`config.mk`:
```
export PLATFORM = sky130hd
export DESIGN_NAME = rename_map_unit
export DESIGN_NICKNAME = d
export VERILOG_FILES = /design/src/rtl/rename_pkg.sv /design/src/rtl/rename_ctrl.sv /design/src/rtl/rename_free_list.sv /design/src/rtl/rename_map_table.sv /design/src/rtl/rename_map_unit.sv
export SDC_FILE = /design/constraint.sdc
export NUM_CORES = 1
export LEC_CHECK = 0
export ABC_CLOCK_PERIOD_IN_PS = 3000
export BUFFER_PORTS_ARGS = -buffer_cell sky130_fd_sc_hd__buf_2
export CORE_MARGIN = 4
export CORE_UTILIZATION = 45
export CTS_CLUSTER_DIAMETER = 40
export CTS_CLUSTER_SIZE = 12
export DETAILED_ROUTE_END_ITERATION = 8
export PLACE_DENSITY = 0.61
export SYNTH_ARGS = -nofsm -noshare
export SYNTH_HDL_FRONTEND = slang
export SYNTH_SLANG_ARGS = --single-unit
```
`constraint.sdc`:
```
create_clock -name clk -period 3 [get_ports clk]
set_input_delay 0.3 -clock clk [delete_from_list [all_inputs] [get_ports clk]]
set_output_delay 0.3 -clock clk [all_outputs]
set_load 0.01 [all_outputs]
```
`src/rtl/rename_pkg.sv`:
```
package rename_pkg;

    typedef enum logic {
        RN_FILL = 1'b0,
        RN_RUN  = 1'b1
    } rn_state_e;

endpackage

```
`src/rtl/rename_ctrl.sv`:
```
module rename_ctrl
    import rename_pkg::*;
#(
    parameter int NUM_ARCH = 4,
    parameter int NUM_FREE = 4,
    parameter int TAG_W    = 3,
    localparam int FC_W    = (NUM_FREE > 1) ? $clog2(NUM_FREE) : 1
) (
    input  logic             clk,
    input  logic             rst_n,
    input  logic             ren_valid,
    input  logic             ren_has_dst,
    input  logic             pool_empty,
    output logic             ren_ready,
    output logic             alloc_pop,
    output logic             filling,
    output logic [TAG_W-1:0] fill_tag
);

    localparam logic [FC_W-1:0] FILL_LAST = FC_W'(NUM_FREE - 1);

    rn_state_e        state_q, state_d;
    logic [FC_W-1:0]  fill_cnt_q;

    always_ff @(posedge clk) begin
        if (!rst_n) begin
            state_q    <= RN_FILL;
            fill_cnt_q <= '0;
        end else begin
            state_q <= state_d;
            if (state_q == RN_FILL) begin
                fill_cnt_q <= fill_cnt_q + 1'b1;
            end
        end
    end

    always_comb begin
        state_d = state_q;
        unique case (state_q)
            RN_FILL: if (fill_cnt_q == FILL_LAST) state_d = RN_RUN;
            RN_RUN:  state_d = RN_RUN;
            default: state_d = RN_FILL;
        endcase
    end

    always_comb begin
        filling   = (state_q == RN_FILL);
        fill_tag  = TAG_W'(NUM_ARCH) + TAG_W'(fill_cnt_q);
        ren_ready = (state_q == RN_RUN) && (!ren_has_dst || !pool_empty);
        alloc_pop = ren_valid && ren_ready && ren_has_dst;
    end

endmodule

```
`src/rtl/rename_free_list.sv`:
```
module rename_free_list #(
    parameter int DEPTH  = 8,
    parameter int TAG_W  = 3,
    localparam int PTR_W = (DEPTH > 1) ? $clog2(DEPTH) : 1,
    localparam int CNT_W = $clog2(DEPTH + 1)
) (
    input  logic             clk,
    input  logic             rst_n,
    input  logic             push,
    input  logic [TAG_W-1:0] push_tag,
    input  logic             pop,
    output logic [TAG_W-1:0] head_tag,
    output logic             empty,
    output logic [CNT_W-1:0] count
);

    localparam logic [PTR_W-1:0] PTR_LAST = PTR_W'(DEPTH - 1);

    logic [TAG_W-1:0] slots_q [DEPTH];
    logic [PTR_W-1:0] head_q, tail_q;
    logic [CNT_W-1:0] cnt_q;

    always_ff @(posedge clk) begin
        if (push) begin
            slots_q[tail_q] <= push_tag;
        end
    end

    always_ff @(posedge clk) begin
        if (!rst_n) begin
            head_q <= '0;
            tail_q <= '0;
            cnt_q  <= '0;
        end else begin
            if (push) tail_q <= (tail_q == PTR_LAST) ? '0 : tail_q + 1'b1;
            if (pop)  head_q <= (head_q == PTR_LAST) ? '0 : head_q + 1'b1;
            unique case ({push, pop})
                2'b10:   cnt_q <= cnt_q + 1'b1;
                2'b01:   cnt_q <= cnt_q - 1'b1;
                default: cnt_q <= cnt_q;
            endcase
        end
    end

    assign head_tag = slots_q[head_q];
    assign empty    = (cnt_q == '0);
    assign count    = cnt_q;

endmodule

```
`src/rtl/rename_map_table.sv`:
```
module rename_map_table #(
    parameter int NUM_ARCH = 4,
    parameter int TAG_W    = 3,
    localparam int ARCH_W  = (NUM_ARCH > 1) ? $clog2(NUM_ARCH) : 1
) (
    input  logic              clk,
    input  logic              rst_n,
    input  logic [ARCH_W-1:0] rd_a_idx,
    input  logic [ARCH_W-1:0] rd_b_idx,
    input  logic [ARCH_W-1:0] rd_d_idx,
    output logic [TAG_W-1:0]  rd_a_tag,
    output logic [TAG_W-1:0]  rd_b_tag,
    output logic [TAG_W-1:0]  rd_d_tag,
    input  logic              wr_en,
    input  logic [TAG_W-1:0]  wr_tag
);

    logic [NUM_ARCH-1:0][TAG_W-1:0] bind_q;

    for (genvar i = 0; i < NUM_ARCH; i++) begin : g_entry
        always_ff @(posedge clk) begin
            if (!rst_n) begin
                bind_q[i] <= TAG_W'(i);
            end else if (wr_en && (rd_d_idx == ARCH_W'(i))) begin
                bind_q[i] <= wr_tag;
            end
        end
    end

    assign rd_a_tag = bind_q[rd_a_idx];
    assign rd_b_tag = bind_q[rd_b_idx];
    assign rd_d_tag = bind_q[rd_d_idx];

endmodule

```
`src/rtl/rename_map_unit.sv`:
```
module rename_map_unit #(
    parameter int NUM_ARCH = 4,
    parameter int NUM_PHYS = 8,
    localparam int ARCH_W  = (NUM_ARCH > 1) ? $clog2(NUM_ARCH) : 1,
    localparam int TAG_W   = $clog2(NUM_PHYS),
    localparam int CNT_W   = $clog2(NUM_PHYS + 1),
    localparam int NUM_FREE = NUM_PHYS - NUM_ARCH
) (
    input  logic              clk,
    input  logic              rst_n,
    input  logic              ren_valid,
    input  logic [ARCH_W-1:0] ren_src_a,
    input  logic [ARCH_W-1:0] ren_src_b,
    input  logic              ren_has_dst,
    input  logic [ARCH_W-1:0] ren_dst,
    output logic              ren_ready,
    output logic [TAG_W-1:0]  ren_tag_a,
    output logic [TAG_W-1:0]  ren_tag_b,
    output logic [TAG_W-1:0]  ren_new_tag,
    output logic [TAG_W-1:0]  ren_old_tag,
    input  logic              rel_valid,
    input  logic [TAG_W-1:0]  rel_tag
);

    logic             alloc_pop;
    logic             filling;
    logic [TAG_W-1:0] fill_tag;
    logic             pool_empty;
    logic [CNT_W-1:0] fl_count;
    logic             pool_push;
    logic [TAG_W-1:0] pool_push_tag;

    rename_ctrl #(
        .NUM_ARCH (NUM_ARCH),
        .NUM_FREE (NUM_FREE),
        .TAG_W    (TAG_W)
    ) u_ctrl (
        .clk         (clk),
        .rst_n       (rst_n),
        .ren_valid   (ren_valid),
        .ren_has_dst (ren_has_dst),
        .pool_empty  (pool_empty),
        .ren_ready   (ren_ready),
        .alloc_pop   (alloc_pop),
        .filling     (filling),
        .fill_tag    (fill_tag)
    );

    // Initial tags are loaded while filling; releases are only taken after.
    assign pool_push     = filling | rel_valid;
    assign pool_push_tag = filling ? fill_tag : rel_tag;

    rename_free_list #(
        .DEPTH (NUM_PHYS),
        .TAG_W (TAG_W)
    ) u_pool (
        .clk      (clk),
        .rst_n    (rst_n),
        .push     (pool_push),
        .push_tag (pool_push_tag),
        .pop      (alloc_pop),
        .head_tag (ren_new_tag),
        .empty    (pool_empty),
        .count    (fl_count)
    );

    // Reads see the table before this cycle's write lands.
    rename_map_table #(
        .NUM_ARCH (NUM_ARCH),
        .TAG_W    (TAG_W)
    ) u_table (
        .clk      (clk),
        .rst_n    (rst_n),
        .rd_a_idx (ren_src_a),
        .rd_b_idx (ren_src_b),
        .rd_d_idx (ren_dst),
        .rd_a_tag (ren_tag_a),
        .rd_b_tag (ren_tag_b),
        .rd_d_tag (ren_old_tag),
        .wr_en    (alloc_pop),
        .wr_tag   (ren_new_tag)
    );

endmodule

```
Yosys cells after proc, flatten, opt, wreduce, memory -nomap -nowiden
Memory sizes are Yosys's and may differ from the RTL's. A register that Yosys moved wholly into a read port is not among the register bits. Cells that the tools add are included.

Bits in registers: 25. Bits in writable memories: 24. Bits of input ports: 14. Output and inout port bits: 13. Logic and storage cells: 58. Memories: 1.

Add/subtract/negate cells: 6. $lt $le $gt $ge: 3. Eq/ne operators: 8. Muxes and demuxes: 16. Bitwise operators: 2. Reduce and logical (&&, ||, !) cells: 13.

Memories: u_pool.slots_q (words 8, bits a word 3, read ports 1, clocked after memory_dff 1, write ports 1, line rename_free_list.sv:19) `logic [TAG_W-1:0] slots_q [DEPTH];`.

Operator list (count): $mux 3 (8); $bmux 3 s2 (3); $lt 2x3->1 const B (3); $eq 2x2->1 const B (4); $pmux 4 s2 (1); $logic_and 1x1->1 (7); $add 3x1->3 const B (2); $eq 3x3->1 const B (2); $add 4x1->4 const B (1); $eq 2x1->1 const B (2); $logic_not 4->1 (1); $sub 4x1->4 const B (1); $add 3x2->3 const A (1); $mux 1 (3); $add 2x1->2 const B (1); $logic_not 1->1 (2); $logic_not 2->1 (1); $pmux 1 s2 (1); $reduce_bool 2->1 (1); $logic_or 1x1->1 (1); $not 1->1 (1); $or 1x1->1 (1).

Logic depth before layout (Yosys ltp)
Gate-level depths: netlist of run 1.

Depth after elaboration: 8. Mapped depth: 10. Depth with buffers taken out: 9.

Cells and area by module
A second synthesis of run 1 with hierarchy kept.

Cells, all modules: 182. Area, all modules: 2476.1 um2.

Modules (own cells, without submodules): rename_free_list (times used 1, cells an instance 106, area each 1600.3 um2, sequential area each 980.9 um2); rename_map_table (times used 1, cells an instance 57, area each 690.7 um2, sequential area each 240.2 um2); rename_ctrl (times used 1, cells an instance 15, area each 145.1 um2, sequential area each 60.1 um2); rename_map_unit (times used 1, cells an instance 4, area each 40.0 um2, sequential area each 0.0 um2).

Worst setup path before layout of run 1
Ideal clock, no wire load.

Path kind: flip-flop to flip-flop. Start point: register u_pool.cnt_q[0], in the netlist u_pool.count[0]. End point: register u_pool.cnt_q[2], in the netlist u_pool.count[2]. Library setup time: 76 ps. Data arrival time: 2432 ps. Required time: 2924 ps. Setup slack: 492 ps. Cell stages (with the launch flop): 10. Clock period less this slack: 2508 ps. Path through: dfxtp_1 nor4_4 nor2_1 ha_1 xor2_1 ha_1 a21oi_1 xor2_1 or3_1 a21boi_0.

Word-level cells in the longest chain between the ends: 8.

Ends and longest elaborated chain: start, declared (line rename_free_list.sv:21) `logic [CNT_W-1:0] cnt_q;`; start signal, assigned (line rename_free_list.sv:38) `2'b10: cnt_q <= cnt_q + 1'b1;`; start signal, assigned (line rename_free_list.sv:39) `2'b01: cnt_q <= cnt_q - 1'b1;`; start signal, assigned (line rename_free_list.sv:40) `default: cnt_q <= cnt_q;`; $logic_not 4->1 * (line rename_free_list.sv:46) `assign empty = (cnt_q == '0);`; $logic_not 1->1 * (line rename_ctrl.sv:49) `ren_ready = (state_q == RN_RUN) && (!ren_has_dst || !pool_empty);`; $logic_or 1x1->1 * (line rename_ctrl.sv:49); $logic_and 1x1->1 * (line rename_ctrl.sv:49); $logic_and 1x1->1 * (2 in a row) (line rename_ctrl.sv:50) `alloc_pop = ren_valid && ren_ready && ren_has_dst;`; net alloc_pop (line rename_map_unit.sv:25) `logic alloc_pop;`; $eq 2x1->1 or $eq 2x2->1 (tied branches) (line rename_free_list.sv:37) `unique case ({push, pop})`; $pmux 4 s2 or $reduce_bool 2->1 (tied branches).

The timed path passes the listed nets; every way through them passes the cells marked *. A chain may end at the register's enable or synchronous reset.

Worst setup path in the final report of run 1
Start point: register u_ctrl.state_q. End point: register u_pool.cnt_q[2], in the netlist u_pool.count[2].

Word-level cells in the longest chain between the ends: 5.

Ends and longest elaborated chain: start, declared (line rename_ctrl.sv:22) `rn_state_e state_q, state_d;`; start signal, assigned (line rename_ctrl.sv:30) `state_q <= state_d;`; $logic_and 1x1->1 * (line rename_ctrl.sv:49); $logic_and 1x1->1 * (2 in a row) (line rename_ctrl.sv:50); net alloc_pop (line rename_map_unit.sv:25); $eq 2x1->1 or $eq 2x2->1 (tied branches) (line rename_free_list.sv:37); $pmux 4 s2 or $reduce_bool 2->1 (tied branches).

Marked as above.

==> reports/metrics.csv, run 1 <==
metric,value,unit
power.net_switching,404,uW
final_cells,281,
multiInputGateArea,1130,um^2
wire_per_inst,15.9,um
cp.arrival,2.81,ns
clkPwrFrac,0.276,
syn_nets,205,
diodes,0,
drive_gt1_frac,0.270,
yosysWarnings,0,
seq_power_share,0.566,
grt_pass1_vias,1491,
areaGrowthSynthToFinish,11.8,%
finalHoldViolations,0,
drc,0,
hold_class,input pin to flip-flop,
wl_met2,2110,um
clkTransAtPathRegs,0.09,ns
dp_cells,273,
yosysTopAreaCellShare,0.293,
drtIter0Drc,109,
cts_setup_buffers,0,
slew_viol_final,0,
dieArea,6700,um^2
row_count,26,
p_sw_frac,0.272,
yosysTopAreaCell,edfxtp_1,
portBuffers,26,
power,1490,uW
final_nets,232,
setup_tns,0,ns
gr-usage-all-layers,0.148,
grt_max_degree,31,
n_fill_cell,465,
crit_path_end_kind,flip-flop,
p_leak,0.000973,uW
ys_seq_elements,52,
ir_drop,0.000317,V
dr.pass1.iters,6,
met3WireLength,220,um
core_area,5200,um^2
worst-path-max-fanout,9,
via_per_inst,5.31,
avgSynthCellArea,13.4,um^2
clock_latency,0.31,ns
synth_cell_types,34,
die_y,81.9,um
hold_buffers,0,
slew_headroom,0.538,
cts_buffers,5,
h-tree-depth,2,
via_count,1493,
fin_crit_sh,0.859,
cts_tree,done,
place_congestion,0.808,
start_util,0.472,
setup_viol,0,
critPathRequiredTime,3.23,ns
cts_resized,0,
hpwlAfterDp,3370,um
wl_met1,2070,um
regArea,1280,um^2
pwr_density_cell,541,nW/um^2
cts_buffer_depth,2,
cap_violations,0,
gr-total-overflow,0,
outcome,completed,
utilization,0.527,
syn_area,2460,um^2
fin_crit,2.58,ns
routed.top_layer,met4,
max_freq,388,MHz
clock_skew,0.00987,ns
grt_first_pass_wirelength,7330,um
worst-setup-path-type,flip-flop to flip-flop,
pwr-share-comb,0.158,
p_int,1080,uW
worstSetupStartpointType,flip-flop,
rsz0062_at_grt,no,
cts_sinks,52,
final_antenna_net_count,0,
clock_tree.root_cell,clkbuf_8,
ios,27,
synthCells,183,
die_w,81.9,um
grt_antenna_before_repair,0,
max_slew.worst_pin.slew,0.687,ns
netlist_top_cells_area,"edfxtp_1 29%, dfxtp_1 23%, mux4_2 10%, mux4_1 4.3%, ha_1 4.1%",
yosysSeqAreaShare,0.522,
wl,4470,um
-- cell families after synthesis --
family	synth area share
flip-flops	0.522
AO/OA/AOI/OAI	0.0657
buffers and inverters	0.0178
adder cells (fa/ha/maj)	0.0408
AND/OR/NAND/NOR	0.141
XOR/XNOR	0.0143
multiplexers	0.199
-- synthesized netlist by cell type --
library cell / number
edfxtp_1: 24
dfxtp_1: 28
mux2i_1: 9
nor3_1: 5
o22ai_1: 1
a21boi_0: 5
xor2_1: 2
ha_1: 8
nor2b_1: 6
mux2_2: 4
mux4_2: 11
nand2b_1: 6
inv_1: 1
nand2_1: 15
buf_6: 1
nor3_4: 1
o21a_1: 1
mux4_1: 4
nor3b_1: 2
nor4b_4: 2
and2_1: 2
xnor2_1: 2
a21oi_1: 7
nand3_2: 1
nand3_1: 4
nor4_1: 1
o21ai_0: 13
or3_1: 1
clkbuf_1: 5
nor4_2: 1
buf_2: 2
a32o_1: 1
nor2_1: 6
nor4_4: 1
-- metal layers --
layer	global-route usage	vias to the layer above
met5	0	-
met4	0.0498	0
met3	0.0395	5
met2	0.240	38
met1	0.193	704
li1	-	746
-- per-stage QoR --
stage	cell area [um^2]	setup slack [ns]	hold WS (ns)
after global placement	2650	0.600	0.468
final	2750	0.424	0.372
after detailed placement	2650	0.396	0.489
after global routing	2750	0.118	0.393
after floorplan	2460	0.492	0.453
after CTS	2750	0.400	0.369
-- state kept, by name, summed over array words and instances (netlist names), named ones only --
name               cells
u_ctrl.fill_cnt_q      2
u_ctrl.state_q         1
u_table.bind_q        12
u_pool.slots_q        24
u_pool.count           4
u_pool.head_q          3
u_pool.tail_q          3
-- critical path, stage by stage, from the launching register on --
cell and delay [ns]:
dfxtp_1 0.52, nand3_2 0.29, nor2_1 0.34, ha_1 0.33
xor2_1 0.18, ha_1 0.16, a21oi_1 0.05, xor2_1 0.17
or3_1 0.31, a21boi_0 0.17
-- placed cells by master (no fill, tap or decap), drive strengths merged, types with 7 or more instances in the layout --
cell / n
dfxtp: 28
buf: 28
edfxtp: 24
nand2: 15
mux4: 15
o21ai: 13
mux2i: 9
ha: 8
a21oi: 7
-- worst paths after layout --
path,from,to,slack [ns],depth (start not counted)
worst max register to register,u_ctrl.state_q,u_pool.count[2],0.42,9
worst min-delay path,rst_n,u_table.bind_q[10],0.37,2
worst max-delay path,u_ctrl.state_q,u_pool.count[2],0.42,9
worst min register to register,u_table.bind_q[0],u_table.bind_q[0],0.50,2
-- layout make-up --
type,count,area share
Sequential cell,52,0.467
Multi-Input combinational cell,122,0.412
Timing Repair Buffer,28,0.0529
Tap cell,70,0.0319
Clock buffer,5,0.0251
Clock inverter,3,0.0100
Inverter,1,0.00137
-- power groups by stage --
stage                     Clock, uW  Combinational (uW)  Sequential [uW]
after floorplan                   0                 170              844
after global placement            0                 226              853
after detailed placement          0                 237              857
after CTS                       426                 238              841
after global routing            460                 259              848
final                           410                 234              841
(Power assumes the default switching activity.)
==> inputs of run 2 (changes only) <==
==> constraint.sdc (replaced) <==
create_clock -name clk -period 3 [get_ports clk]
set_input_delay 0.75 -clock clk [delete_from_list [all_inputs] [get_ports clk]]
set_output_delay 0.75 -clock clk [all_outputs]
set_load 0.01 [all_outputs]
==> reports/metrics.csv, run 2 (synthesis gave the netlist of run 1 again) <==
metric,value,unit
outcome,completed,
start_util,0.472,
fin_crit,2.68,ns
final_cells,282,
crit_path_end_kind,output port,
clock_tree.root_cell,clkbuf_8,
fin_hold_ws,0.496,ns
ir_drop,0.000293,V
max_freq,373,MHz
grt_pass1_vias,1540,
via_per_inst,5.41,
core_area,5200,um^2
via_count,1527,
grt_max_degree,31,
critPathRequiredTime,2.25,ns
wl_met2,2220,um
largest_register,u_pool.slots_q,
cts_resized,0,
r2r-start,u_ctrl.state_q,
drive_gt1_frac,0.274,
die_y,81.9,um
holdPathStages,2,
drtIter0Drc,111,
n_fill_cell,464,
grt_antenna_before_repair,0,
cp.arrival,1.93,ns
row_count,26,
gr-usage-all-layers,0.149,
cap_violations,0,
rsz0062_at_grt,no,
pwr_density_cell,537,nW/um^2
h-tree-depth,2,
clock_skew,0.00823,ns
final_antenna_net_count,0,
routed.top_layer,met4,
cts_buffer_depth,2,
clkTransAtPathRegs,0.09,ns
slew_headroom,0.463,
finalHoldViolations,0,
setup_tns,0,ns
rrSetupSlack,0.68,ns
largest_reg_flops,24,
worst-path-max-fanout,5,
hold_class,flip-flop to flip-flop,
max_slew.worst_pin.slew,0.798,ns
hpwlAfterDp,3380,um
drc,0,
wl_met1,2000,um
whs_endpoint,u_table.bind_q[6],
portBuffers,26,
met3WireLength,253,um
dieArea,6700,um^2
gr-total-overflow,0,
cts_sinks,52,
r2r_cells,9,
p_leak,0.000971,uW
final_nets,233,
dr.pass1.iters,4,
slew_viol_final,0,
fin_crit_sh,0.894,
grt_first_pass_wirelength,7510,um
hp-start,u_table.bind_q[6],
ios,27,
cts_buffers,5,
place_congestion,0.780,
worst-setup-path-type,flip-flop to output port,
dp_cells,274,
hold_buffers,0,
final_cell_mix,"28 x dfxtp_1, 26 x buf_2, 24 x edfxtp_1, 15 x nand2_1, 13 x o21ai_0",
cts_tree,done,
worstSetupStartpointType,flip-flop,
die_w,81.9,um
layout_commonest_cell,dfxtp_1,
clock_latency,0.30,ns
wire_per_inst,16.0,um
reg2reg_to,u_pool.count[2],
cts_setup_buffers,0,
wl,4520,um
diodes,0,
setup_viol,0,
areaGrowthSynthToFinish,11.9,%
-- run 2: worst max-delay path: stages (launching register included) --
cell and delay [ns]:
dfxtp_1 0.52, mux4_1 0.61, mux2_2 0.34, buf_2 0.16
-- run 2: layout make-up --
cell class | count | area, um^2 | share of cell area
Clock buffer | 5 | 68.8 | 0.0250
Inverter | 1 | 3.75 | 0.00137
Clock inverter | 3 | 23.8 | 0.00865
Tap cell | 70 | 87.6 | 0.0319
Timing Repair Buffer | 29 | 153 | 0.0555
Sequential cell | 52 | 1280 | 0.466
Multi-Input combinational cell | 122 | 1130 | 0.411
-- run 2: where the power goes --
part	internal, uW	total (uW)	switching [uW]
Combinational	106	236	129
Sequential	804	841	37.6
Clock	166	399	234
-- run 2: per-layer routing --
| layer | GRT usage | vias up |
|---|---|---|
| met5 | 0 | - |
| met4 | 0.0498 | 0 |
| met3 | 0.0285 | 5 |
| met2 | 0.262 | 41 |
| met1 | 0.182 | 734 |
| li1 | - | 747 |
-- run 2: through the flow --
step           total power, uW  utilization  setup WS (ns)  cell area [um^2]
2_1_floorplan             1010            -          0.492              2460
3_3_place_gp              1080        0.510          0.503              2660
3_5_place_dp              1100        0.510          0.390              2660
4_1_cts                   1500        0.528          0.283              2750
5_1_grt                   1550        0.528          0.200              2750
6_report                  1480        0.528          0.317              2750
-- run 2: how the worst max path moves through the flow --
stage | start | end | slack, ns | cells after the start
floorplan | u_pool.count[0] | u_pool.count[2] | 0.49 | 9
global placement | ren_has_dst | u_pool.count[2] | 0.50 | 10
detailed placement | ren_has_dst | u_pool.count[2] | 0.39 | 10
CTS | flip-flop | ren_new_tag[1] | 0.28 | 3
global route | flip-flop | ren_new_tag[2] | 0.20 | 4
finish | flip-flop | ren_new_tag[1] | 0.32 | 3
==> inputs of run 3 (changes only) <==
Settings changed: ABC_AREA set to 1, CORE_UTILIZATION 45 to 30, CTS_BUF_LIST set to sky130_fd_sc_hd__clkbuf_2 sky130_fd_sc_hd__clkbuf_4 sky130_fd_sc_hd__clkbuf_8, PLACE_DENSITY 0.61 to 0.43.
==> reports/metrics.csv, run 3 <==
metric,value,unit
crit_path_end_kind,output port,
setup_viol,0,
cts_sinks,52,
cpMostUsedCell,nor2_1,
cp_slowest_stage_delay,0.47,ns
yosysSeqAreaShare,0.503,
dp_slack,0.457,ns
worst-path-buf-inv,2,
clkTransAtPathRegs,0.09,ns
fin_crit_sh,0.807,
synth-simple-area-share,0.254,
worstSetupStartpointType,flip-flop,
h-tree-depth,2,
setup_tns,0,ns
r2r_cells,13,
gr-usage-all-layers,0.117,
start_util,0.309,
netlist_top_cells_area,"edfxtp_1 28%, dfxtp_1 22%, nor2_1 11%, nand2_1 7.5%, o21ai_0 5.5%",
finalHoldViolations,0,
synth_cell_types,27,
crit_chain,buf_4 > nor2_1 > nor2_1 > o21ai_0 > o21ai_1 > nand2_1 > nand2_2 > buf_2,
utilization,0.347,
reg2reg_to,u_pool.count[2],
slew_headroom,0.643,
yosysTopAreaCell,edfxtp_1,
final_cell_mix,"73 x nor2_1, 51 x nand2_1, 36 x inv_1, 28 x o21ai_0, 28 x dfxtp_1",
synth_common_cells,"73 x nor2_1, 51 x nand2_1, 36 x inv_1",
crit_family,flip-flops,
synth-compound-area-share,0.122,
slowest_stage,dfxtp_1,
final_antenna_net_count,0,
outcome,completed,
cts_buffers,5,
synth_edf_count,24,
largest_register,u_pool.slots_q,
wl,5660,um
clock_skew,0.00693,ns
hold_class,flip-flop to flip-flop,
ir_drop,0.000261,V
layout_commonest_cell,nor2_1,
dieArea,10000,um^2
drc,0,
die_w,100,um
dr.pass1.iters,4,
wire_per_inst,12.6,um
avgSynthCellArea,8.12,um^2
worst-setup-path-type,flip-flop to output port,
max_slew.worst_pin.slew,0.534,ns
synthCells,314,
syn_area,2550,um^2
largest_reg_flops,24,
hold_buffers,0,
cp.depth,8,
drive_gt1_frac,0.155,
ios,27,
clock_tree.root_cell,clkbuf_8,
yosysTopAreaCellShare,0.283,
synth_top_family_by_area,simple AND/OR/NAND/NOR gates,
row_count,33,
post_synth_xor_area_fraction,0.00344,
portBuffers,26,
rsz0062_at_grt,no,
clock_latency,0.30,ns
setup_ws,0.578,ns
cap_violations,0,
areaGrowthSynthToFinish,12.4,%
place_congestion,0.812,
die_y,100,um
p_leak,0.00122,uW
synth_most_common_cell,nor2_1,
cts_setup_buffers,0,
diodes,0,
drtIter0Drc,144,
muxShareOfSynthArea,0,
r2r-start,u_pool.count[0],
rrSetupSlack,0.82,ns
grt_max_degree,19,
fin_crit,2.42,ns
max_freq,413,MHz
via_count,2036,
async_flop_share,0,
cts_tree,done,
synthFlopType,dfxtp_1,
pwr_density_cell,516,nW/um^2
grt_first_pass_wirelength,9320,um
syn_nets,336,
synth_fa_ha_area_frac,0.0393,
cts_resized,0,
cp-endpoint,ren_new_tag[0],
final_nets,364,
cts_buffer_depth,2,
slew_viol_final,0,
via_per_inst,4.54,
ys_seq_elements,52,
worst-path-max-fanout,8,
hpwlAfterDp,4180,um
yosysWarnings,0,
gr-total-overflow,0,
core_area,8260,um^2
grt_pass1_vias,1913,
cp.arrival,1.67,ns
grt_antenna_before_repair,0,
critPathRequiredTime,2.25,ns
[run 3: report_power, final]
group	switching, uW	leakage, uW	internal [uW]
Clock	227	0.0000510	185
Sequential	28.2	0.000439	804
Combinational	159	0.000734	75.8
[run 3: worst min-delay path: stages (launching register included)]
cell	delay [ns]
dfxtp_1	0.34
nand2_1	0.06
a21oi_1	0.05
[run 3: area by class of cell]
cell class / instances / area, um^2
Fill cell: 894 / 5390
Sequential cell: 52 / 1280
Multi-Input combinational cell: 215 / 1070
Inverter: 41 / 154
Timing Repair Buffer: 27 / 138
Tap cell: 105 / 131
Clock buffer: 6 / 82.6
Clock inverter: 2 / 10.0
[run 3: worst min path at each step]
| stage | depth (start not counted) | to | from |
|---|---|---|---|
| 2_1_floorplan | 2 | u_ctrl.fill_cnt_q[0] | u_ctrl.fill_cnt_q[0] |
| 3_3_place_gp | 2 | u_ctrl.fill_cnt_q[0] | u_ctrl.fill_cnt_q[0] |
| 3_5_place_dp | 2 | u_ctrl.fill_cnt_q[0] | u_ctrl.fill_cnt_q[0] |
| 4_1_cts | 2 | u_ctrl.fill_cnt_q[0] | u_ctrl.fill_cnt_q[0] |
| 5_1_grt | 2 | u_ctrl.fill_cnt_q[0] | u_ctrl.fill_cnt_q[0] |
| 6_report | 2 | u_ctrl.fill_cnt_q[0] | u_ctrl.fill_cnt_q[0] |
[run 3: cells by family after synthesis]
| kind of cell | Yosys count |
|---|---|
| AND/OR/NAND/NOR | 149 |
| flip-flops | 52 |
| adder cells (fa/ha/maj) | 8 |
| AO/OA/AOI/OAI | 57 |
| XOR/XNOR | 1 |
| buffers and inverters | 47 |
[run 3: layer usage]
metal | GRT usage | up-vias | routed length, um
met5 | 0 | - | 0
met4 | 0.0342 | 0 | 57
met3 | 0.0222 | 6 | 252
met2 | 0.186 | 35 | 2550
met1 | 0.162 | 917 | 2800
li1 | - | 1078 | -
[run 3: through the flow]
step                instances  area [um^2]  power (uW)  hold slack (ns)
floorplan                 314         2550        1000            0.454
global route              448         2860        1570            0.508
detailed placement        440         2770        1090            0.480
CTS                       448         2860        1500            0.494
finish                    448         2860        1480            0.491
global placement          440         2770        1090            0.475
